[config.mk]
export PLATFORM = sky130hd
export DESIGN_NAME = membus_seq
export DESIGN_NICKNAME = d
export VERILOG_FILES = /design/src/rtl/membus_pkg.sv /design/src/rtl/membus_wait.sv /design/src/rtl/membus_ctrl.sv /design/src/rtl/membus_dp.sv /design/src/rtl/membus_seq.sv
export SDC_FILE = /design/constraint.sdc
export NUM_CORES = 1
export LEC_CHECK = 0
export BUFFER_PORTS_ARGS = -buffer_cell sky130_fd_sc_hd__buf_2
export CAP_MARGIN = 20
export CORE_ASPECT_RATIO = 0.8
export CORE_UTILIZATION = 45
export DETAILED_ROUTE_END_ITERATION = 10
export PLACE_DENSITY = 0.8
export SLEW_MARGIN = 30
export SYNTH_ARGS = -nofsm -noshare
export SYNTH_HDL_FRONTEND = slang
export SYNTH_SLANG_ARGS = --single-unit
[constraint.sdc]
create_clock -name clk -period 1.9 [get_ports clk]
set_input_delay 0.095 -clock clk [delete_from_list [all_inputs] [get_ports clk]]
set_output_delay 0.095 -clock clk [all_outputs]
set_load 0.02 [all_outputs]
[src/rtl/membus_pkg.sv]
package membus_pkg;

  localparam int PERIOD_W = 3;
  localparam int CNT_W    = PERIOD_W + 2;

  // Configuration byte; field order fixes the bit positions (bit 7 first).
  typedef struct packed {
    logic                hiEff;
    logic                demux;
    logic                fastRd;
    logic                sustain;
    logic                lineSrc;
    logic [PERIOD_W-1:0] period;
  } cfg_t;

  // Strobes from the control FSM to the port datapath.
  typedef struct packed {
    logic latchReq;
    logic putAddr;
    logic putWrData;
    logic floatP0;
    logic grabRead;
    logic finish;
  } dpCtl_t;

  typedef enum logic [3:0] {
    S_IDLE, S_SYNC, S_ALE_HI, S_ALE_LO,
    S_WR, S_WR_HOLD, S_RD, S_RD_REC, S_DONE
  } seqState_t;

endpackage

[src/rtl/membus_wait.sv]
module membus_wait #(
  parameter int CNT_W = 5
) (
  input  logic             clk,
  input  logic             rstN,
  input  logic             oscTick,
  input  logic             lineTick,
  input  logic             useLine,
  input  logic             load,
  input  logic [CNT_W-1:0] loadVal,
  output logic             expire
);

  logic             tickSel;
  logic [CNT_W-1:0] cnt;

  assign tickSel = useLine ? lineTick : oscTick;
  assign expire  = tickSel && (cnt == CNT_W'(1));

  always_ff @(posedge clk or negedge rstN) begin
    if (!rstN) begin
      cnt <= '0;
    end else if (load) begin
      cnt <= loadVal;
    end else if (tickSel && cnt != '0) begin
      cnt <= cnt - CNT_W'(1);
    end
  end

  // without a tick from the chosen source the wait does not move
  a_r9_hold_without_tick: assert property (@(posedge clk) disable iff (!rstN)
    (!tickSel && !load) |=> $stable(cnt));

endmodule

[src/rtl/membus_ctrl.sv]
module membus_ctrl
  import membus_pkg::*;
(
  input  logic                clk,
  input  logic                rstN,
  input  logic                startReq,
  input  logic                isWrite,
  input  logic [PERIOD_W-1:0] periodIn,
  input  logic                lineIn,
  input  logic                demuxIn,
  input  logic                fastIn,
  input  logic                expire,
  output dpCtl_t              dpCtl,
  output logic                loadCnt,
  output logic [CNT_W-1:0]    cntVal,
  output logic                useLine,
  output logic                aleOut,
  output logic                rdN,
  output logic                wrN,
  output logic                done
);

  seqState_t           state, nxt;
  logic                wrQ, lineQ, demuxQ, fastQ;
  logic [PERIOD_W-1:0] periodQ;
  logic [CNT_W-1:0]    lenBase, lenStd, lenFast;
  logic                goData;

  assign lenBase = {2'b00, periodQ} + CNT_W'(1);
  assign lenStd  = lenBase << 1;
  assign lenFast = lenBase;
  assign useLine = lineQ;

  assign goData = expire && ((state == S_SYNC && demuxQ) || state == S_ALE_LO);

  always_comb begin
    nxt     = state;
    dpCtl   = '0;
    loadCnt = 1'b0;
    cntVal  = '0;
    unique case (state)
      S_IDLE: if (startReq) begin
        nxt            = S_SYNC;
        dpCtl.latchReq = 1'b1;
        loadCnt        = 1'b1;
        cntVal         = CNT_W'(1);
      end
      S_SYNC: if (expire) begin
        dpCtl.putAddr = 1'b1;
        if (!demuxQ) begin
          nxt     = S_ALE_HI;
          loadCnt = 1'b1;
          cntVal  = lenStd;
        end
      end
      S_ALE_HI: if (expire) begin
        nxt     = S_ALE_LO;
        loadCnt = 1'b1;
        cntVal  = lenStd;
      end
      S_ALE_LO: ;
      S_WR: if (expire) begin
        nxt     = S_WR_HOLD;
        loadCnt = 1'b1;
        cntVal  = lenStd;
      end
      S_WR_HOLD: if (expire) begin
        nxt          = S_DONE;
        dpCtl.finish = 1'b1;
      end
      S_RD: if (expire) begin
        dpCtl.grabRead = 1'b1;
        if (fastQ) begin
          nxt          = S_DONE;
          dpCtl.finish = 1'b1;
        end else begin
          nxt     = S_RD_REC;
          loadCnt = 1'b1;
          cntVal  = lenStd;
        end
      end
      S_RD_REC: if (expire) begin
        nxt          = S_DONE;
        dpCtl.finish = 1'b1;
      end
      S_DONE: nxt = S_IDLE;
      default: nxt = S_IDLE;
    endcase

    // entry into the strobe phase, shared by both address layouts
    if (goData) begin
      loadCnt = 1'b1;
      if (wrQ) begin
        nxt             = S_WR;
        dpCtl.putWrData = 1'b1;
        cntVal          = lenStd;
      end else begin
        nxt           = S_RD;
        dpCtl.floatP0 = 1'b1;
        cntVal        = fastQ ? lenFast : lenStd;
      end
    end
  end

  always_ff @(posedge clk or negedge rstN) begin
    if (!rstN) begin
      state   <= S_IDLE;
      wrQ     <= 1'b0;
      lineQ   <= 1'b0;
      demuxQ  <= 1'b0;
      fastQ   <= 1'b0;
      periodQ <= '0;
    end else begin
      state <= nxt;
      if (dpCtl.latchReq) begin
        wrQ     <= isWrite;
        lineQ   <= lineIn;
        demuxQ  <= demuxIn;
        fastQ   <= fastIn;
        periodQ <= periodIn;
      end
    end
  end

  assign aleOut = (state == S_ALE_HI);
  assign rdN    = (state != S_RD);
  assign wrN    = (state != S_WR);
  assign done   = (state == S_DONE);

  // a running transfer keeps the settings it started with
  a_r2_cfg_frozen_busy: assert property (@(posedge clk) disable iff (!rstN)
    (state != S_IDLE) |=> ($stable(periodQ) && $stable(fastQ) && $stable(demuxQ)
                           && $stable(lineQ) && $stable(wrQ)));

  // completion is a one-cycle pulse
  a_r12_done_single: assert property (@(posedge clk) disable iff (!rstN)
    done |=> !done);

endmodule

[src/rtl/membus_dp.sv]
module membus_dp
  import membus_pkg::*;
#(
  parameter int DATA_W = 8,
  localparam int ADDR_W = 2 * DATA_W
) (
  input  logic              clk,
  input  logic              rstN,
  input  dpCtl_t            ctl,
  input  logic [ADDR_W-1:0] addr,
  input  logic [DATA_W-1:0] wrByte,
  input  logic              isWide,
  input  logic              demuxIn,
  input  logic              sustainIn,
  input  logic              hiEffIn,
  input  logic [DATA_W-1:0] p0In,
  output logic [DATA_W-1:0] p0Out,
  output logic              p0Drive,
  output logic [DATA_W-1:0] p1Out,
  output logic [DATA_W-1:0] p2Out,
  output logic [DATA_W-1:0] rdData
);

  logic [ADDR_W-1:0] addrQ;
  logic [DATA_W-1:0] wrQ, sav1, sav2;
  logic              wideQ, dxQ, suQ, heQ;
  logic [DATA_W-1:0] addrLo, addrHi;

  assign addrLo = addrQ[DATA_W-1:0];
  assign addrHi = addrQ[ADDR_W-1:DATA_W];

  always_ff @(posedge clk or negedge rstN) begin
    if (!rstN) begin
      addrQ   <= '0;
      wrQ     <= '0;
      sav1    <= '1;
      sav2    <= '1;
      wideQ   <= 1'b0;
      dxQ     <= 1'b0;
      suQ     <= 1'b0;
      heQ     <= 1'b0;
      p0Out   <= '1;
      p0Drive <= 1'b0;
      p1Out   <= '1;
      p2Out   <= '1;
      rdData  <= '0;
    end else begin
      if (ctl.latchReq) begin
        addrQ <= addr;
        wrQ   <= wrByte;
        wideQ <= isWide;
        dxQ   <= demuxIn;
        suQ   <= sustainIn;
        heQ   <= hiEffIn;
        sav1  <= p1Out;
        sav2  <= p2Out;
      end
      if (ctl.putAddr) begin
        if (!dxQ) begin
          p0Out   <= addrLo;
          p0Drive <= 1'b1;
        end else begin
          p1Out <= addrLo;
        end
        if (wideQ) p2Out <= addrHi;
      end
      if (ctl.putWrData) begin
        p0Out   <= wrQ;
        p0Drive <= 1'b1;
      end
      if (ctl.floatP0) p0Drive <= 1'b0;
      if (ctl.grabRead) rdData <= p0In;
      if (ctl.finish) begin
        p0Drive <= 1'b0;
        if (!heQ) p0Out <= '1;
        if (!suQ) begin
          p1Out <= sav1;
          p2Out <= sav2;
        end
      end
    end
  end

  // the returned byte changes only when a read completes
  a_r7_rddata_held: assert property (@(posedge clk) disable iff (!rstN)
    !ctl.grabRead |=> $stable(rdData));

endmodule

[src/rtl/membus_seq.sv]
module membus_seq
  import membus_pkg::*;
#(
  parameter int DATA_W = 8,
  localparam int ADDR_W = 2 * DATA_W
) (
  input  logic              clk,
  input  logic              rstN,
  input  logic              oscTick,
  input  logic              lineTick,
  input  logic              startReq,
  input  logic              isWrite,
  input  logic              wideAddr,
  input  logic [ADDR_W-1:0] addr,
  input  logic [DATA_W-1:0] wrByte,
  input  logic [7:0]        cfg,
  input  logic [DATA_W-1:0] p0In,
  output logic [DATA_W-1:0] p0Out,
  output logic              p0Drive,
  output logic [DATA_W-1:0] p1Out,
  output logic [DATA_W-1:0] p2Out,
  output logic              aleOut,
  output logic              rdN,
  output logic              wrN,
  output logic              done,
  output logic [DATA_W-1:0] rdData
);

  cfg_t             cfgS;
  dpCtl_t           dpCtl;
  logic             loadCnt, useLine, expire;
  logic [CNT_W-1:0] cntVal;

  assign cfgS = cfg_t'(cfg);

  membus_wait #(.CNT_W(CNT_W)) wait_i (
    .clk      (clk),
    .rstN     (rstN),
    .oscTick  (oscTick),
    .lineTick (lineTick),
    .useLine  (useLine),
    .load     (loadCnt),
    .loadVal  (cntVal),
    .expire   (expire)
  );

  membus_ctrl ctrl_i (
    .clk      (clk),
    .rstN     (rstN),
    .startReq (startReq),
    .isWrite  (isWrite),
    .periodIn (cfgS.period),
    .lineIn   (cfgS.lineSrc),
    .demuxIn  (cfgS.demux),
    .fastIn   (cfgS.fastRd),
    .expire   (expire),
    .dpCtl    (dpCtl),
    .loadCnt  (loadCnt),
    .cntVal   (cntVal),
    .useLine  (useLine),
    .aleOut   (aleOut),
    .rdN      (rdN),
    .wrN      (wrN),
    .done     (done)
  );

  membus_dp #(.DATA_W(DATA_W)) dp_i (
    .clk       (clk),
    .rstN      (rstN),
    .ctl       (dpCtl),
    .addr      (addr),
    .wrByte    (wrByte),
    .isWide    (wideAddr),
    .demuxIn   (cfgS.demux),
    .sustainIn (cfgS.sustain),
    .hiEffIn   (cfgS.hiEff),
    .p0In      (p0In),
    .p0Out     (p0Out),
    .p0Drive   (p0Drive),
    .p1Out     (p1Out),
    .p2Out     (p2Out),
    .rdData    (rdData)
  );

  // the address is still on port 0 when the latch strobe falls
  a_r3_addr_at_ale_fall: assert property (@(posedge clk) disable iff (!rstN)
    $fell(aleOut) |-> ($stable(p0Out) && p0Drive));

  // the write strobe only runs with port 0 driven and steady
  a_r6_wr_drives_p0: assert property (@(posedge clk) disable iff (!rstN)
    !wrN |-> p0Drive);
  a_r6_wr_data_steady: assert property (@(posedge clk) disable iff (!rstN)
    (!wrN && $past(!wrN)) |-> $stable(p0Out));

  // port 0 is released while the read strobe is low
  a_r7_rd_floats_p0: assert property (@(posedge clk) disable iff (!rstN)
    !rdN |-> !p0Drive);

  // strobes are mutually exclusive
  a_r13_strobes_exclusive: assert property (@(posedge clk) disable iff (!rstN)
    $countones({aleOut, !rdN, !wrN}) <= 1);

  // ports are final when completion is signalled
  a_r12_ports_settled: assert property (@(posedge clk) disable iff (!rstN)
    done |=> ($stable(p1Out) && $stable(p2Out) && $stable(p0Out)));

endmodule

==> impl_metrics.json, run 1 <==
{
  "status": "finished with violations",
  "violations": "setup timing",
  "grt.busiest_layer": "met2",
  "htreeDepth": 3,
  "place_congestion": 0.850,
  "yosysWarnings": 0,
  "grt_overflow": 0,
  "yosysTopAreaCell": "dfrtp_1",
  "power_density_nw_per_um2": 1530,
  "first_pass_iters": 4,
  "final_cell_mix": "buf_2, mux2_2, dfrtp_1, dlygate4sd3_1, dfstp_2",
  "antenna_found_initial": 0,
  "crit_type": "flip-flop to flip-flop",
  "yosys-top-cells-area": "dfrtp_1, dfstp_2, mux2_2, mux2i_1, nand2_1",
  "cp.arrival_ns": 2.20,
  "cp_common_cell": "buf_4",
  "min_path_type": "input port to flip-flop",
  "gr-usage-met2": 0.358,
  "cts_buffer_depth": 2,
  "cp_cell_sequence": "inv_2 -> ha_4 -> nor4b_4 -> buf_4 -> and2_1 -> nand3_1 -> buf_4 -> mux2_2",
  "critPathRequiredTime_ns": 2.13,
  "io_buffers": 83,
  "synth_area_um2": 4230,
  "cts_tree": "done",
  "wl_mm": 9.73,
  "syn-num-nets": 388,
  "clock_skew_ns": 0.00862,
  "synth-seq-cells": 92,
  "crit_family": "simple AND/OR/NAND/NOR gates",
  "dpl_cell_area_um2": 4960,
  "r2r_slack_ns": -0.07,
  "clock_latency_ns": 0.34,
  "cap_violations": 0,
  "critPathMaxStageDelay_ns": 0.39,
  "hpwl_mm": 6.27,
  "cellLeakagePower_nw": 2.74,
  "route.detailed.drc": 0,
  "yosysTopAreaCellShare": 0.308,
  "synth_cells": 337,
  "irDropWorstVdd_mv": 0.951,
  "path_clk_slew_ns": 0.07,
  "cts_root_buffer": "clkbuf_16",
  "core_area_um2": 9080,
  "crit_slowest_cell": "dfrtp_1",
  "fin_crit_ns": 1.97,
  "diodes": 0,
  "postRouteAntennaNets": 0,
  "dieWidth_um": 110,
  "grt_start_max_net_pins": 56,
  "grtUsageTotal": 0.207,
  "syn2layout_area_growth_pct": 37.3,
  "fin_crit_sh": 1.04,
  "dp_cells": 544,
  "drive_gt1_frac": 0.526,
  "start_kind": "flip-flop",
  "ios": 84,
  "async_flop_share": 1.00,
  "wl_per_cell_um": 16.0,
  "worst_slack_ns": -0.0735,
  "synth-edff-count": 0,
  "worstPathMaxFanout": 8,
  "cts_buffers": 9,
  "grt_pass1_vias": 3214,
  "layout.cells.non_filler": 609,
  "fp.dieH_um": 88.7,
  "syn_area_per_cell_um2": 12.5,
  "hold_violations": 0,
  "rows": 31,
  "synthDistinctLibCells": 40,
  "layout_commonest_cell": "buf_2",
  "fin_nets": 540,
  "ys.flop_type": "dfrtp_1",
  "rsz0062_at_grt": "true",
  "use_met3": 0.0663,
  "via_count": 3144,
  "use_met1": 0.243,
  "crit_path_end_kind": "flip-flop",
  "die_area_um2": 9790,
  "pre_cts_slack_ns": -0.0706,
  "finish.instance_area_um2": 5800,
  "crit_buf_inv": 3,
  "grt_pass1_wl_mm": 15.1,
  "setup_viol": 22,
  "via_per_inst": 5.16,
  "final_max_slew_viol_count": 0,
  "fmax_mhz": 507,
  "worst_slew_pin_slew_ns": 0.521,
  "cts.sinks": 92,
  "fin_util": 0.639,
  "ys_seq_area_frac": 0.557,
  "slew-limit-headroom": 0.653,
  "drt_iter0_drc": 125,
  "start_util": 0.466
}
-- cell families (layout without fill, tap and decap cells) --
logic type / count (synthesis) / after routing / share of synthesized area
AND/OR/NAND/NOR: 84 / 84 / 0.102
adder cells (fa/ha/maj): 4 / 4 / 0.0118
flip-flops: 92 / 92 / 0.557
AO/OA/AOI/OAI: 34 / 34 / 0.0465
multiplexers: 100 / 100 / 0.258
XOR/XNOR: 2 / 2 / 0.00415
buffers and inverters: 21 / 178 / 0.0210
-- report_power, final --
part	internal [mW]	leakage, nW	switching [mW]
clock network	0.901	0.134	0.766
logic	1.79	1.55	1.69
registers	3.09	1.05	0.647
total	5.78	2.74	3.10
-- registers in the layout (all words and copies together) (netlist names), 3 cells and up --
signal / count
dp_i.addrQ: 16
dp_i.p0Out: 8
dp_i.p1Out: 8
dp_i.p2Out: 8
dp_i.rdData: 8
dp_i.sav1: 8
dp_i.sav2: 8
dp_i.wrQ: 8
wait_i.cnt: 5
ctrl_i.state: 4
ctrl_i.periodQ: 3
-- synthesized netlist by cell type, types with 2 or more instances --
cell,count
a21oi_1,5
and2_1,2
buf_2,8
clkbuf_1,7
dfrtp_1,52
dfstp_2,40
ha_1,4
inv_1,5
mux2_2,71
mux2i_1,29
nand2_1,32
nand2b_1,2
nand3_1,13
nand4_1,2
nor2_1,13
nor2b_1,5
nor3_1,2
nor3b_1,2
o21ai_0,19
o21ai_1,3
or2_2,2
-- what timing repair did --
| item | 4_1_cts | 5_1_grt |
|---|---|---|
| endpoints found under the setup margin | 21 | 38 |
| hold endpoints to repair | 71 | 0 |
| hold buffers | 43 | 0 |
| pin swaps | 3 | 3 |
| setup buffers | 2 | 3 |
| gates cloned | 0 | 2 |
| resized for setup | 15 | 18 |
-- per-layer routing --
metal,up-vias,share of wire
met3,14,0.045
met1,1573,0.43
met5,-,0
li1,1485,-
met2,72,0.51
met4,0,0.017
-- through the flow --
| stage | setup TNS, ns | hold slack (ns) | power [mW] |
|---|---|---|---|
| 6_report | -0.877 | 0.200 | 8.88 |
| 5_1_grt | -4.44 | 0.213 | 9.44 |
| 4_1_cts | -0.00751 | 0.204 | 8.84 |
| 3_5_place_dp | -0.792 | 0.109 | 7.01 |
| 3_3_place_gp | 0 | 0.0969 | 6.80 |
| 2_1_floorplan | 0 | -0.201 | 5.87 |
-- worst paths after layout --
kind                               start              end  cells after the start
setup / recovery           wait_i.cnt[1]   dp_i.rdData[3]                      8
max in group asynchronous           rstN    dp_i.p0Out[7]                      3
hold reg to reg             dp_i.sav1[5]    dp_i.p1Out[5]                      2
setup reg to reg           wait_i.cnt[1]   dp_i.rdData[3]                      8
min in group asynchronous           rstN   dp_i.rdData[2]                      2
hold / removal                  startReq  ctrl_i.state[0]                      3
-- area by class of cell --
class,count,area [µm²]
clock inverters,6,47.5
flip-flops and latches,92,2350
well taps,115,144
repair buffers,157,1150
fillers,719,3270
clock buffers,10,229
multi-input cells,224,1860
inverters,5,18.8
-- tightest hold or removal path: cells and delay by family --
family | cells | cell delay, ns
compound gates | 1 | 0.09
buf+inv | 1 | 0.11
mux | 1 | 0.22
Note: power is estimated with default switching activity, not from simulation.
==> run 2, diff against run 1 <==
--- a/config.mk
+++ b/config.mk
@@ -7,10 +7,12 @@
 export LEC_CHECK = 0
 export BUFFER_PORTS_ARGS = -buffer_cell sky130_fd_sc_hd__buf_2
 export CAP_MARGIN = 20
+export CELL_PAD_IN_SITES_DETAIL_PLACEMENT = 0
+export CELL_PAD_IN_SITES_GLOBAL_PLACEMENT = 1
 export CORE_ASPECT_RATIO = 0.8
-export CORE_UTILIZATION = 45
+export CORE_UTILIZATION = 40
 export DETAILED_ROUTE_END_ITERATION = 10
-export PLACE_DENSITY = 0.8
+export PLACE_DENSITY = 0.86
 export SLEW_MARGIN = 30
 export SYNTH_ARGS = -nofsm -noshare
 export SYNTH_HDL_FRONTEND = slang
==> run 2 against run 1 <==
  * The run still ends with setup timing left
  * Total power is 1.4% higher
  * Sequential power fell by 1%
  * Combinational power about the same
  * Sequential share of layout area decreased by 0.16 points
  * Clock skew grew 0.0019 ns
  * Core utilization decreased by 7.3 points
  * Register-to-register slack better by 0.07 ns
  * Global-route usage shrank 2.1 points
  * Hold slack lost 0.19 ns
  * First-iteration DRC count shrank 45%
  * Via count is 1.7% lower
  * Critical endpoint is now dp_i.p2Out[3]
  * Largest power group unchanged
  * Highest routed layer unchanged
==> impl_metrics.json, run 2 (synthesized netlist as in run 1, its figures left out) <==
{
  "rows": 33,
  "r2r_slack_ns": -0.005,
  "final_max_slew_viol_count": 0,
  "wl_per_cell_um": 14.6,
  "grt_overflow": 0,
  "crit_path_end_kind": "flip-flop",
  "path_clk_slew_ns": 0.07,
  "violations": "setup timing",
  "crit_type": "flip-flop to flip-flop",
  "dieWidth_um": 117,
  "grt_start_max_net_pins": 58,
  "clock_skew_ns": 0.0105,
  "grt_pass1_wl_mm": 15.4,
  "final_cell_mix": "buf_2, mux2_2, dfrtp_1, dlygate4sd3_1, dfstp_2",
  "drive_gt1_frac": 0.526,
  "largest_reg_flops": 16,
  "fin_crit_ns": 1.90,
  "cts_buffers": 9,
  "min_path_type": "input port to flip-flop",
  "core_area_um2": 10300,
  "start_util": 0.411,
  "diodes": 0,
  "ios": 84,
  "htreeDepth": 3,
  "fp.dieH_um": 93.9,
  "hold_violations": 0,
  "place_congestion": 0.826,
  "start_kind": "flip-flop",
  "clock_latency_ns": 0.34,
  "cp.arrival_ns": 2.17,
  "worst_slack_ns": -0.00475,
  "cap_violations": 0,
  "drt_iter0_drc": 69,
  "postRouteAntennaNets": 0,
  "cellLeakagePower_nw": 2.73,
  "die_area_um2": 11000,
  "slew-limit-headroom": 0.699,
  "irDropWorstVdd_mv": 0.782,
  "cts_buffer_depth": 2,
  "cts_root_buffer": "clkbuf_16",
  "grt_pass1_vias": 3264,
  "grtUsageTotal": 0.186,
  "layout_commonest_cell": "buf_2",
  "regMostFlops": "dp_i.addrQ",
  "fin_crit_sh": 1.00,
  "via_per_inst": 4.89,
  "status": "finished with violations",
  "power.total_mw": 9.00,
  "setup_viol": 1,
  "power_density_nw_per_um2": 1550,
  "critPathRequiredTime_ns": 2.16,
  "antenna_found_initial": 0,
  "first_pass_iters": 4,
  "rsz0062_at_grt": "true",
  "fin_nets": 538,
  "cts.sinks": 92,
  "hpwl_mm": 6.16,
  "wl_mm": 9.25,
  "worst_slew_pin_slew_ns": 0.439,
  "worstPathMaxFanout": 8,
  "cts_tree": "done",
  "io_buffers": 83,
  "route.detailed.drc": 0,
  "syn2layout_area_growth_pct": 37.8,
  "fmax_mhz": 525,
  "hold_slack_ns": 0.00847,
  "via_count": 3091
}
==> run 2: worst max-delay path, cell delays in order (launching register included) <==
cell,delay (ns)
dfrtp_1,0.39
inv_2,0.08
ha_4,0.11
nor4b_4,0.26
nand3_1,0.14
buf_4,0.16
nor3b_2,0.17
buf_6,0.18
mux2i_2,0.24
o21ai_1,0.08
==> run 2: cell type report <==
cell class / count / area (µm²)
Fill cell: 878 / 4460
Sequential cell: 92 / 2350
Multi-Input combinational cell: 224 / 1850
Timing Repair Buffer: 155 / 1120
Clock buffer: 9 / 225
Tap cell: 140 / 175
Clock inverter: 7 / 75.1
Inverter: 5 / 18.8
==> run 2: metal layers <==
metal / wire, µm / global-route usage / vias to the layer above
met5: 0 / 0 / -
li1: - / - / 1484
met1: 3930 / 0.223 / 1525
met2: 4730 / 0.317 / 69
met3: 411 / 0.0555 / 13
met4: 169 / 0.0675 / 0
==> run 2: stage by stage <==
step | area [µm²] | TNS, ns | setup slack [ns] | util | instances
6_report | 5820 | -0.00475 | -0.00475 | 0.567 | 632
5_1_grt | 5820 | -1.78 | -0.161 | 0.567 | 632
4_1_cts | 5770 | -0.0173 | -0.0137 | 0.561 | 630
3_5_place_dp | 5010 | -0.213 | -0.0478 | 0.487 | 570
3_3_place_gp | 5010 | -0.00172 | -0.00172 | 0.487 | 570
2_1_floorplan | 4230 | 0 | 0.0680 | - | 337
==> run 2: final timing paths <==
path	startpoint	endpoint	cells past startpoint
worst max-delay path	wait_i.cnt[1]	dp_i.p2Out[3]	9
worst min-delay path	cfg[3]	ctrl_i.useLine	2
worst max register to register	wait_i.cnt[1]	dp_i.p2Out[3]	9
worst min register to register	dp_i.sav1[1]	dp_i.p1Out[1]	2
max in group asynchronous	rstN	dp_i.p2Out[7]	3
min in group asynchronous	rstN	dp_i.rdData[1]	2
==> run 2: timing repair <==
| item | 4_1_cts | 5_1_grt |
|---|---|---|
| endpoints found under the setup margin | 17 | 39 |
| endpoints found under the hold margin | 58 | 1 |
| gates cloned | 0 | 0 |
| setup buffers | 3 | 1 |
| gates resized for setup | 10 | 13 |
| hold buffers | 41 | 1 |
| pin swaps | 2 | 2 |
==> run 2: where the power goes <==
part | switching [mW] | internal [mW] | total (mW) | leakage [nW]
combinational | 1.69 | 1.82 | 3.51 | 1.53
sequential | 0.610 | 3.09 | 3.70 | 1.05
clock | 0.767 | 1.03 | 1.80 | 0.145
==> run 3, diff against run 2 <==
--- a/config.mk
+++ b/config.mk
@@ -5,13 +5,13 @@
 export SDC_FILE = /design/constraint.sdc
 export NUM_CORES = 1
 export LEC_CHECK = 0
-export BUFFER_PORTS_ARGS = -buffer_cell sky130_fd_sc_hd__buf_2
-export CAP_MARGIN = 20
+export BUFFER_PORTS_ARGS = -buffer_cell sky130_fd_sc_hd__buf_4
 export CELL_PAD_IN_SITES_DETAIL_PLACEMENT = 0
 export CELL_PAD_IN_SITES_GLOBAL_PLACEMENT = 1
 export CORE_ASPECT_RATIO = 0.8
 export CORE_UTILIZATION = 40
 export DETAILED_ROUTE_END_ITERATION = 10
+export HOLD_SLACK_MARGIN = 0.1
 export PLACE_DENSITY = 0.86
 export SLEW_MARGIN = 30
 export SYNTH_ARGS = -nofsm -noshare
==> run 3 against run 2 <==
  * The flow still finishes with violations (setup timing)
  * Register-to-register slack about the same
  * Flip-flop and latch count unchanged
  * Final area up 3.1%
  * Cell count down 0.16%
  * Sequential power up 1%
  * Core utilization up 1.8 points
  * Wire length down 0.88%
  * Via count down 0.39%
  * Combinational power up 1%
  * First-iteration DRC count up 29%
  * Count of clock-buffer cells in the layout up 2
  * Total power up 1.6%
==> impl_metrics.json, run 3 (synthesized netlist as in run 1, its figures left out) <==
{
  "status": "finished with violations",
  "violations": "setup timing",
  "final_cell_mix": "buf_4, mux2_2, dfrtp_1, dlygate4sd3_1, dfstp_2",
  "fin_util": 0.584,
  "hold_violations": 0,
  "first_pass_iters": 6,
  "grt_pass1_vias": 3223,
  "layout_commonest_cell": "buf_4",
  "grtUsageTotal": 0.188,
  "antenna_found_initial": 0,
  "final_max_slew_viol_count": 0,
  "setup_viol": 4,
  "worst_slew_pin_slew_ns": 0.448,
  "place_congestion": 0.824,
  "fmax_mhz": 524,
  "hpwl_mm": 6.31,
  "postRouteAntennaNets": 0,
  "diodes": 0,
  "pwr-share-seq": 0.409,
  "p_int_mw": 6.13,
  "power_density_nw_per_um2": 1520,
  "slew-limit-headroom": 0.701,
  "dieWidth_um": 117,
  "worstPathMaxFanout": 8,
  "grt_start_max_net_pins": 40,
  "via_count": 3079,
  "cts_root_buffer": "clkbuf_16",
  "path_clk_slew_ns": 0.06,
  "worst_slack_ns": -0.00965,
  "swShare": 0.330,
  "wl_mm": 9.16,
  "syn2layout_area_growth_pct": 42.1,
  "crit_type": "flip-flop to flip-flop",
  "htreeDepth": 3,
  "p_clk_frac": 0.202,
  "cellLeakagePower_nw": 2.77,
  "fin_nets": 537,
  "ios": 84,
  "grt_overflow": 0,
  "core_area_um2": 10300,
  "io_buffers": 83,
  "crit_path_end_kind": "flip-flop",
  "hold_slack_ns": 0.166,
  "p_switching_mw": 3.02,
  "power.total_mw": 9.15,
  "dpl_cell_area_um2": 5190,
  "critPathRequiredTime_ns": 2.17,
  "regMostFlops": "dp_i.addrQ",
  "rows": 33,
  "cts.sinks": 92,
  "cp.arrival_ns": 2.18,
  "via_per_inst": 4.88,
  "finish.instance_area_um2": 6010,
  "fin_crit_sh": 1.01,
  "wl_per_cell_um": 14.5,
  "cts_buffers": 9,
  "clock_skew_ns": 0.00631,
  "fp.dieH_um": 93.9,
  "drive_gt1_frac": 0.521,
  "combPwrFrac": 0.389,
  "irDropWorstVdd_mv": 0.756,
  "drt_iter0_drc": 89,
  "min_path_type": "input port to flip-flop",
  "cap_violations": 0,
  "cts_buffer_depth": 2,
  "grt_pass1_wl_mm": 15.4,
  "start_util": 0.411,
  "rsz0062_at_grt": "true",
  "cts_tree": "done",
  "largest_reg_flops": 16,
  "die_area_um2": 11000,
  "clock_latency_ns": 0.34,
  "start_kind": "flip-flop",
  "route.detailed.drc": 0,
  "fin_crit_ns": 1.91
}
run 3: cell types whose count changed in the layout (fill, tap and decap cells not counted), moves of 2 or more:
cell / previous run / this run
buf_2: 82 / 0
buf_4: 24 / 105
clkbuf_8: 0 / 2
o21ai_0: 12 / 7
o21ai_1: 10 / 15
run 3: final cells by class:
class	count	area (µm²)
repair buffers	154	1310
clock inverters	5	58.8
multi-input cells	224	1840
clock buffers	11	253
inverters	5	18.8
well taps	140	175
fillers	864	4280
flip-flops and latches	92	2350
run 3: stage by stage:
stage,setup slack [ns],setup TNS [ns],cells
2_1_floorplan,0.0680,0,337
3_3_place_gp,0.0205,0,569
3_5_place_dp,-0.0558,-0.523,569
4_1_cts,-0.0141,-0.0178,630
5_1_grt,-0.149,-2.22,631
6_report,-0.00965,-0.0175,631
run 3: layer usage:
| metal | track usage | routed length [µm] | up-vias |
|---|---|---|---|
| met5 | 0 | 0 | - |
| met4 | 0.0665 | 156 | 0 |
| met3 | 0.0529 | 382 | 16 |
| met2 | 0.323 | 4640 | 65 |
| met1 | 0.223 | 3980 | 1513 |
| li1 | - | - | 1485 |
run 3: what timing repair did:
action | in CTS | in global routing
hold endpoints to repair | 96 | 0
pin swaps | 3 | 4
setup endpoints to repair | 17 | 39
hold buffers | 43 | 0
setup buffers | 2 | 1
resized for setup | 13 | 11
run 3: power groups by stage:
stage | combinational [mW] | sequential (mW) | clock (mW)
4_1_cts | 3.55 | 3.74 | 1.89
3_3_place_gp | 3.32 | 3.71 | 0
6_report | 3.56 | 3.75 | 1.84
3_5_place_dp | 3.42 | 3.76 | 0
5_1_grt | 3.91 | 3.87 | 1.97
2_1_floorplan | 1.99 | 3.89 | 0
run 3: final timing paths:
| path | from | end | slack, ns | cells past startpoint |
|---|---|---|---|---|
| setup / recovery | wait_i.cnt[1] | dp_i.p2Out[4] | -0.01 | 9 |
| hold / removal | startReq | ctrl_i.state[0] | 0.17 | 3 |
| setup reg to reg | wait_i.cnt[1] | dp_i.p2Out[4] | -0.01 | 9 |
| hold reg to reg | dp_i.sav2[5] | dp_i.p2Out[5] | 0.46 | 2 |
| max in group asynchronous | rstN | dp_i.p0Out[2] | 0.97 | 3 |
| min in group asynchronous | rstN | dp_i.rdData[1] | 0.24 | 2 |
run 3: critical path, stage by stage, from the launching register on:
cell	delay, ns
dfrtp_1	0.39
inv_2	0.08
ha_4	0.11
nor4b_4	0.26
nand3_1	0.15
buf_4	0.16
nor3b_2	0.19
buf_6	0.19
mux2i_2	0.22
o21ai_1	0.07
